`src/rtl/scs_add_pkg.sv`:
```
package scs_add_pkg;

    // Default operand width and split point of the adder.
    localparam int unsigned OPW_DEF   = 30;
    localparam int unsigned SPLIT_DEF = 15;

    // Register stages between the operand inputs and the sum output.
    localparam int unsigned STAGES = 2;

endpackage

```
`src/rtl/scs_half_add.sv`:
```
// First-stage adder for one operand slice. The slice sum is registered
// together with its own carry-out. The data register has no reset.
module scs_half_add #(
    parameter int unsigned W = 15
) (
    input  logic         clk,
    input  logic [W-1:0] x,
    input  logic [W-1:0] y,
    output logic [W:0]   s_q
);

    typedef struct packed {
        logic [W:0] sum;
    } half_st_t;

    half_st_t nx_d;
    half_st_t st_q;

    always_comb begin
        nx_d     = st_q;
        nx_d.sum = {1'b0, x} + {1'b0, y};
    end

    always_ff @(posedge clk) begin
        st_q <= nx_d;
    end

    assign s_q = st_q.sum;

endmodule

```
`src/rtl/scs_carry_merge.sv`:
```
// Second stage. The low-slice carry enters the high-slice sum through the
// carry-in of one adder: a constant 1 sits below the high sum, the carry
// sits below zero, and the least significant bit of the result is dropped.
module scs_carry_merge #(
    parameter int unsigned LO_W = 15,
    parameter int unsigned HI_W = 15
) (
    input  logic                 clk,
    input  logic [LO_W:0]        lo_q,
    input  logic [HI_W:0]        hi_q,
    output logic [LO_W+HI_W:0]   sum_q
);

    localparam int unsigned HI_P1 = HI_W + 1;
    localparam int unsigned SUM_W = LO_W + HI_W + 1;

    typedef struct packed {
        logic [SUM_W-1:0] sum;
    } merge_st_t;

    merge_st_t        nx_d;
    merge_st_t        st_q;
    logic [HI_W+1:0]  ext_d;
    logic [HI_W:0]    top_d;

    always_comb begin
        ext_d    = {hi_q, 1'b1} + {{HI_P1{1'b0}}, lo_q[LO_W]};
        top_d    = HI_P1'(ext_d >> 1);
        nx_d     = st_q;
        nx_d.sum = {top_d, lo_q[LO_W-1:0]};
    end

    always_ff @(posedge clk) begin
        st_q <= nx_d;
    end

    assign sum_q = st_q.sum;

endmodule

```
`src/rtl/scs_valid_pipe.sv`:
```
// Qualifier shift register. It is the only state that the synchronous
// reset clears.
module scs_valid_pipe #(
    parameter int unsigned DEPTH = 2
) (
    input  logic clk,
    input  logic rst,
    input  logic in_vld,
    output logic out_vld
);

    typedef struct packed {
        logic [DEPTH-1:0] sr;
    } vpipe_st_t;

    vpipe_st_t nx_d;
    vpipe_st_t st_q;

    always_comb begin
        nx_d    = st_q;
        nx_d.sr = (st_q.sr << 1) | {{(DEPTH-1){1'b0}}, in_vld};
    end

    always_ff @(posedge clk) begin
        if (rst) begin
            st_q <= '0;
        end else begin
            st_q <= nx_d;
        end
    end

    assign out_vld = st_q.sr[DEPTH-1];

endmodule

```
`src/rtl/scs_adder.sv`:
```
// Top level: two-stage split-carry pipelined unsigned adder.
module scs_adder #(
    parameter int unsigned OP_W  = scs_add_pkg::OPW_DEF,
    parameter int unsigned SPLIT = scs_add_pkg::SPLIT_DEF
) (
    input  logic            clk,
    input  logic            rst,
    input  logic [OP_W-1:0] in_a,
    input  logic [OP_W-1:0] in_b,
    input  logic            in_vld,
    output logic [OP_W:0]   out_sum,
    output logic            out_vld
);

    localparam int unsigned LO_W  = SPLIT;
    localparam int unsigned HI_W  = OP_W - SPLIT;
    localparam int unsigned BUS_W = OP_W + 2;

    // Stage-1 results: the low slice in [LO_W:0], the high slice above it.
    logic [BUS_W-1:0] s1_bus;

    for (genvar g = 0; g < 2; g++) begin : g_slice
        localparam int unsigned SW   = (g == 0) ? LO_W : HI_W;
        localparam int unsigned BASE = (g == 0) ? 0 : LO_W;
        localparam int unsigned OFS  = (g == 0) ? 0 : LO_W + 1;

        scs_half_add #(
            .W (SW)
        ) i_half (
            .clk (clk),
            .x   (in_a[BASE +: SW]),
            .y   (in_b[BASE +: SW]),
            .s_q (s1_bus[OFS +: SW + 1])
        );
    end

    scs_carry_merge #(
        .LO_W (LO_W),
        .HI_W (HI_W)
    ) i_merge (
        .clk   (clk),
        .lo_q  (s1_bus[LO_W:0]),
        .hi_q  (s1_bus[BUS_W-1:LO_W+1]),
        .sum_q (out_sum)
    );

    scs_valid_pipe #(
        .DEPTH (scs_add_pkg::STAGES)
    ) i_vpipe (
        .clk     (clk),
        .rst     (rst),
        .in_vld  (in_vld),
        .out_vld (out_vld)
    );

endmodule

```
`config.mk`:
```
export PLATFORM = sky130hd
export DESIGN_NAME = scs_adder
export DESIGN_NICKNAME = d
export VERILOG_FILES = /design/src/rtl/scs_add_pkg.sv /design/src/rtl/scs_half_add.sv /design/src/rtl/scs_carry_merge.sv /design/src/rtl/scs_valid_pipe.sv /design/src/rtl/scs_adder.sv
export SDC_FILE = /design/constraint.sdc
export NUM_CORES = 1
export LEC_CHECK = 0
export ABC_AREA = 1
export BUFFER_PORTS_ARGS = -buffer_cell sky130_fd_sc_hd__buf_2
export CAP_MARGIN = 40
export CORE_MARGIN = 5
export CORE_UTILIZATION = 54
export CTS_BUF_LIST = sky130_fd_sc_hd__clkbuf_4 sky130_fd_sc_hd__clkbuf_8
export DETAILED_ROUTE_END_ITERATION = 10
export PLACE_DENSITY_LB_ADDON = 0.08
export SYNTH_ARGS = -nofsm -noshare
export SYNTH_HDL_FRONTEND = slang
export SYNTH_HIERARCHICAL = 1
export SYNTH_SLANG_ARGS = --single-unit
export TNS_END_PERCENT = 50
```
`constraint.sdc`:
```
create_clock -name clk -period 1.52 [get_ports clk]
set_input_delay 0.076 -clock clk [delete_from_list [all_inputs] [get_ports clk]]
set_output_delay 0.076 -clock clk [all_outputs]
set_load 0.02 [all_outputs]
```
==> impl_metrics.csv <==
group,metric,value,unit
floorplanning,coreArea,6314,µm²
pwr,p_sw,1.584,mW
run,drv_cap,0,
final_layout,utilization,68.51,%
final_layout,fin_cells,672,
cts,clock_sinks,65,
timing,setup_viol_count_final,0,
route,drt_iter0_drc,90,
yosys,ys_seq_elements,65,
yosys,synth_area_leaders,"dfxtp_1, nand2_1, ha_1, inv_1, nor2_1",
cts,cts-root-buf,"clkbuf_8",
pwr,p_leak,2.402,nW
cts,cts_resized,0,
floorplanning,start_util,55.35,%
route,vias,3086,
timing,rsz0062_at_grt,"false",
global_route,top_usage_layer,"met2",
global_route,grt_max_degree,12,
final_layout,fillers,548,
pwr,sw_frac_of_total,30.91,%
pwr,power_frac_seq,42.5,%
setup_path,r2r_end,"i_merge/sum_q[24]$_DFF_P_",
floorplanning,die_x,90.45,µm
pwr,cellPowerDensity,1184,nW/µm²
global_route,grt_util_all_layers,18.13,%
yosys,yosys_most_used_dff,"dfxtp_1",
setup_path,crit_required,1750,ps
timing,max_slew_margin,82.70,%
yosys,yosysSeqAreaShare,37.24,%
yosys,synth_commonest_cells,"nand2_1, dfxtp_1, inv_1",
yosys,synthAdderAreaFrac,12.24,%
yosys,avgSynthCellArea,7.265,µm²
floorplanning,die-height,90.45,µm
timing,min_period,1225,ps
route,wl_per_cell,10.49,µm
yosys,yosysMostFrequentCell,"nand2_1",
setup_path,reg2reg_depth,6,
timing,whs,30.88,ps
route,drt.antenna.violating_nets,0,
min_path,hold_path_startpoint,"in_a[1]",
yosys,synth.mux.area_fraction,0,%
yosys,syn_nets,577,
floorplanning,pin_count,95,
global_route,grt.met3_usage,5.250,%
setup_path,ff2ff_setup_slack,290,ps
yosys,yosys.area.top_type,"dfxtp_1",
placed_design,io_buffers,94,
cts,cts_made_buffers,9,
yosys,async_reset_ff_share,0,%
global_route,grt_use_met1,25.47,%
pwr,p_clk_share,31.0,%
timing,post-route-period-util,80.60,%
placed_design,dp_hpwl,5888,µm
pwr,power,5.123,mW
yosys,synth_edf_count,0,
cts,clock_latency,330,ps
setup_path,cp-startpoint,"in_b[0]",
floorplanning,die_area,8180,µm²
min_path,hp-class,"in -> reg",
placed_design,dp_cells,652,
global_route,antenna_found_initial,0,
timing,max_freq,816.3,MHz
timing,setup_ws,294.9,ps
global_route,grt_util_met2,25.85,%
yosys,synth_xor_area_share,5.263,%
global_route,grt_overflow,0,
final_layout,area_delta_synth_final,23.77,%
placed_design,dpl-instance-area,4061,µm²
run_status,status,"finished clean",
cts,clock_path_buffers,2,
timing,setup_tns,0,ps
global_route,grt_pass1_vias,2799,
final_layout,diodes,0,
yosys,synth-simple-area-share,33.51,%
cts,clkTransAtPathRegs,70,ps
placed_design,gp_routability_congestion,0.8288,
timing,worst-slew-pin-transition,259.6,ps
floorplanning,num_rows,29,
setup_path,critPathLaunchType,"input pin",
yosys,post_synth_inst_count,481,
pwr,ir_drop,0.8405,mV
route,finalWirelength,7047,µm
final_layout,design_area,4325,µm²
yosys,synth_compound_area_share,4.010,%
setup_path,cp_slowest_cell,"fa_1",
route,avgViaCountPerCell,4.592,
yosys,synth_top_cell_area_share,37.24,%
setup_path,crit_top_cell,"nand2_1",
setup_path,worstReg2RegStart,"g_slice[0].i_half/s_q[15]$_DFF_P_",
cts,cts_tree,"done",
yosys,synth_top_family_by_area,"simple AND/OR/NAND/NOR gates",
cts,h-tree-depth,3,
timing,hold_viol,0,
cts,ctsHoldBuffers,4,
placed_design,dp_slack,-40.81,ps
setup_path,worstPathArrival,1460,ps
route,dr.pass1.iters,4,
global_route,grt_pass1_wl,12430,µm
yosys,syn-cell-area,3495,µm²
setup_path,cp_cell_sequence,"buf_2 > ha_1 > fa_1 > nand2_1 > nand2_1 > nand3_1 > nand2_1 > nand2_1 > nand2_1 > nand2_1 > nand2_1",
setup_path,endpoint,"g_slice[0].i_half/s_q[14]$_DFF_P_",
setup_path,criticalPathCategory,"in -> reg",
final_layout,fin_nets,686,
route,route.detailed.drc,0,
yosys,ys_warn_count,6,
setup_path,max_stage_delay,420,ps
timing,maxSlewViolCount,0,
pwr,p_comb_share,26.5,%
yosys,synth.distinct_cells,23,
setup_path,cp-end-kind,"register",
pwr,p_int,3.540,mW
cts,post_cts_buffers,0,
timing,skew,8.240,ps
setup_path,path_max_fanout,3,
final_layout,layout-drive-gt1-share,25.88,%
## cell families (layout without fill, tap and decap cells)
| logic type | Yosys count | after routing |
|---|---|---|
| adders and majority gates | 33 | 33 |
| AOI/OAI and AO/OA | 24 | 24 |
| xor gates and xnor gates | 21 | 21 |
| buffers and inverters | 72 | 186 |
| and+or+nand+nor | 266 | 266 |
| DFF | 65 | 65 |
## worst max-delay path, delay by kind of cell
family	cells	cell delay, ps
adders and majority gates	2	630
and+or+nand+nor	8	660
buffers and inverters	1	100
## placed cells by master (no fill, tap or decap), types with 7 or more instances in the layout
cell | synthesis | final
xnor2_1 | 7 | 7
nand2_1 | 154 | 154
buf_2 | 0 | 94
nor2_1 | 46 | 46
xor2_1 | 14 | 14
a21oi_1 | 14 | 14
nand3_1 | 20 | 20
ha_1 | 31 | 31
inv_1 | 62 | 62
clkbuf_8 | 0 | 10
dfxtp_1 | 65 | 65
nand2_2 | 20 | 20
## final cells by class
| class | count | area, µm² | share of cell area [%] |
|---|---|---|---|
| multi-input combinational | 344 | 1923 | 44.46 |
| timing repair buffer | 98 | 510.5 | 11.80 |
| inverter | 72 | 270.3 | 6.248 |
| tap | 77 | 96.34 | 2.227 |
| clock inverter | 5 | 78.83 | 1.822 |
| clock buffer | 11 | 145.1 | 3.356 |
| sequential | 65 | 1301 | 30.08 |
## flip-flops by register name, indices dropped and copies added, names as in the netlist
name,cells
g_slice.i_half/s_q,32
i_merge/sum_q,31
i_vpipe/st_q,2
## routing by layer
| metal | wire length (µm) | up-vias |
|---|---|---|
| li1 | - | 1704 |
| met5 | 0 | - |
| met2 | 2851 | 93 |
| met3 | 523 | 8 |
| met1 | 3561 | 1281 |
| met4 | 112 | 0 |
## worst min-delay path by stage
stage                                                   to  cells past startpoint  slack, ps
after floorplan                 i_vpipe/st_q[0]$_SDFF_PP0_                      1        150
after global placement          i_vpipe/st_q[1]$_SDFF_PP0_                      2        250
after detailed placement        i_vpipe/st_q[1]$_SDFF_PP0_                      2        250
after CTS                 g_slice[0].i_half/s_q[1]$_DFF_P_                      2         20
after global routing      g_slice[0].i_half/s_q[1]$_DFF_P_                      2         30
final                     g_slice[0].i_half/s_q[1]$_DFF_P_                      2         30
## power by group through the flow
| stage | sequential, mW | combinational (mW) | clock, mW |
|---|---|---|---|
| 2_1_floorplan | 2.42 | 0.718 | 0 |
| 3_3_place_gp | 2.21 | 1.33 | 0 |
| 3_5_place_dp | 2.22 | 1.35 | 0 |
| 4_1_cts | 2.18 | 1.37 | 1.63 |
| 5_1_grt | 2.22 | 1.53 | 1.72 |
| 6_report | 2.18 | 1.36 | 1.59 |
No activity file was read; power rests on OpenSTA's default activity.
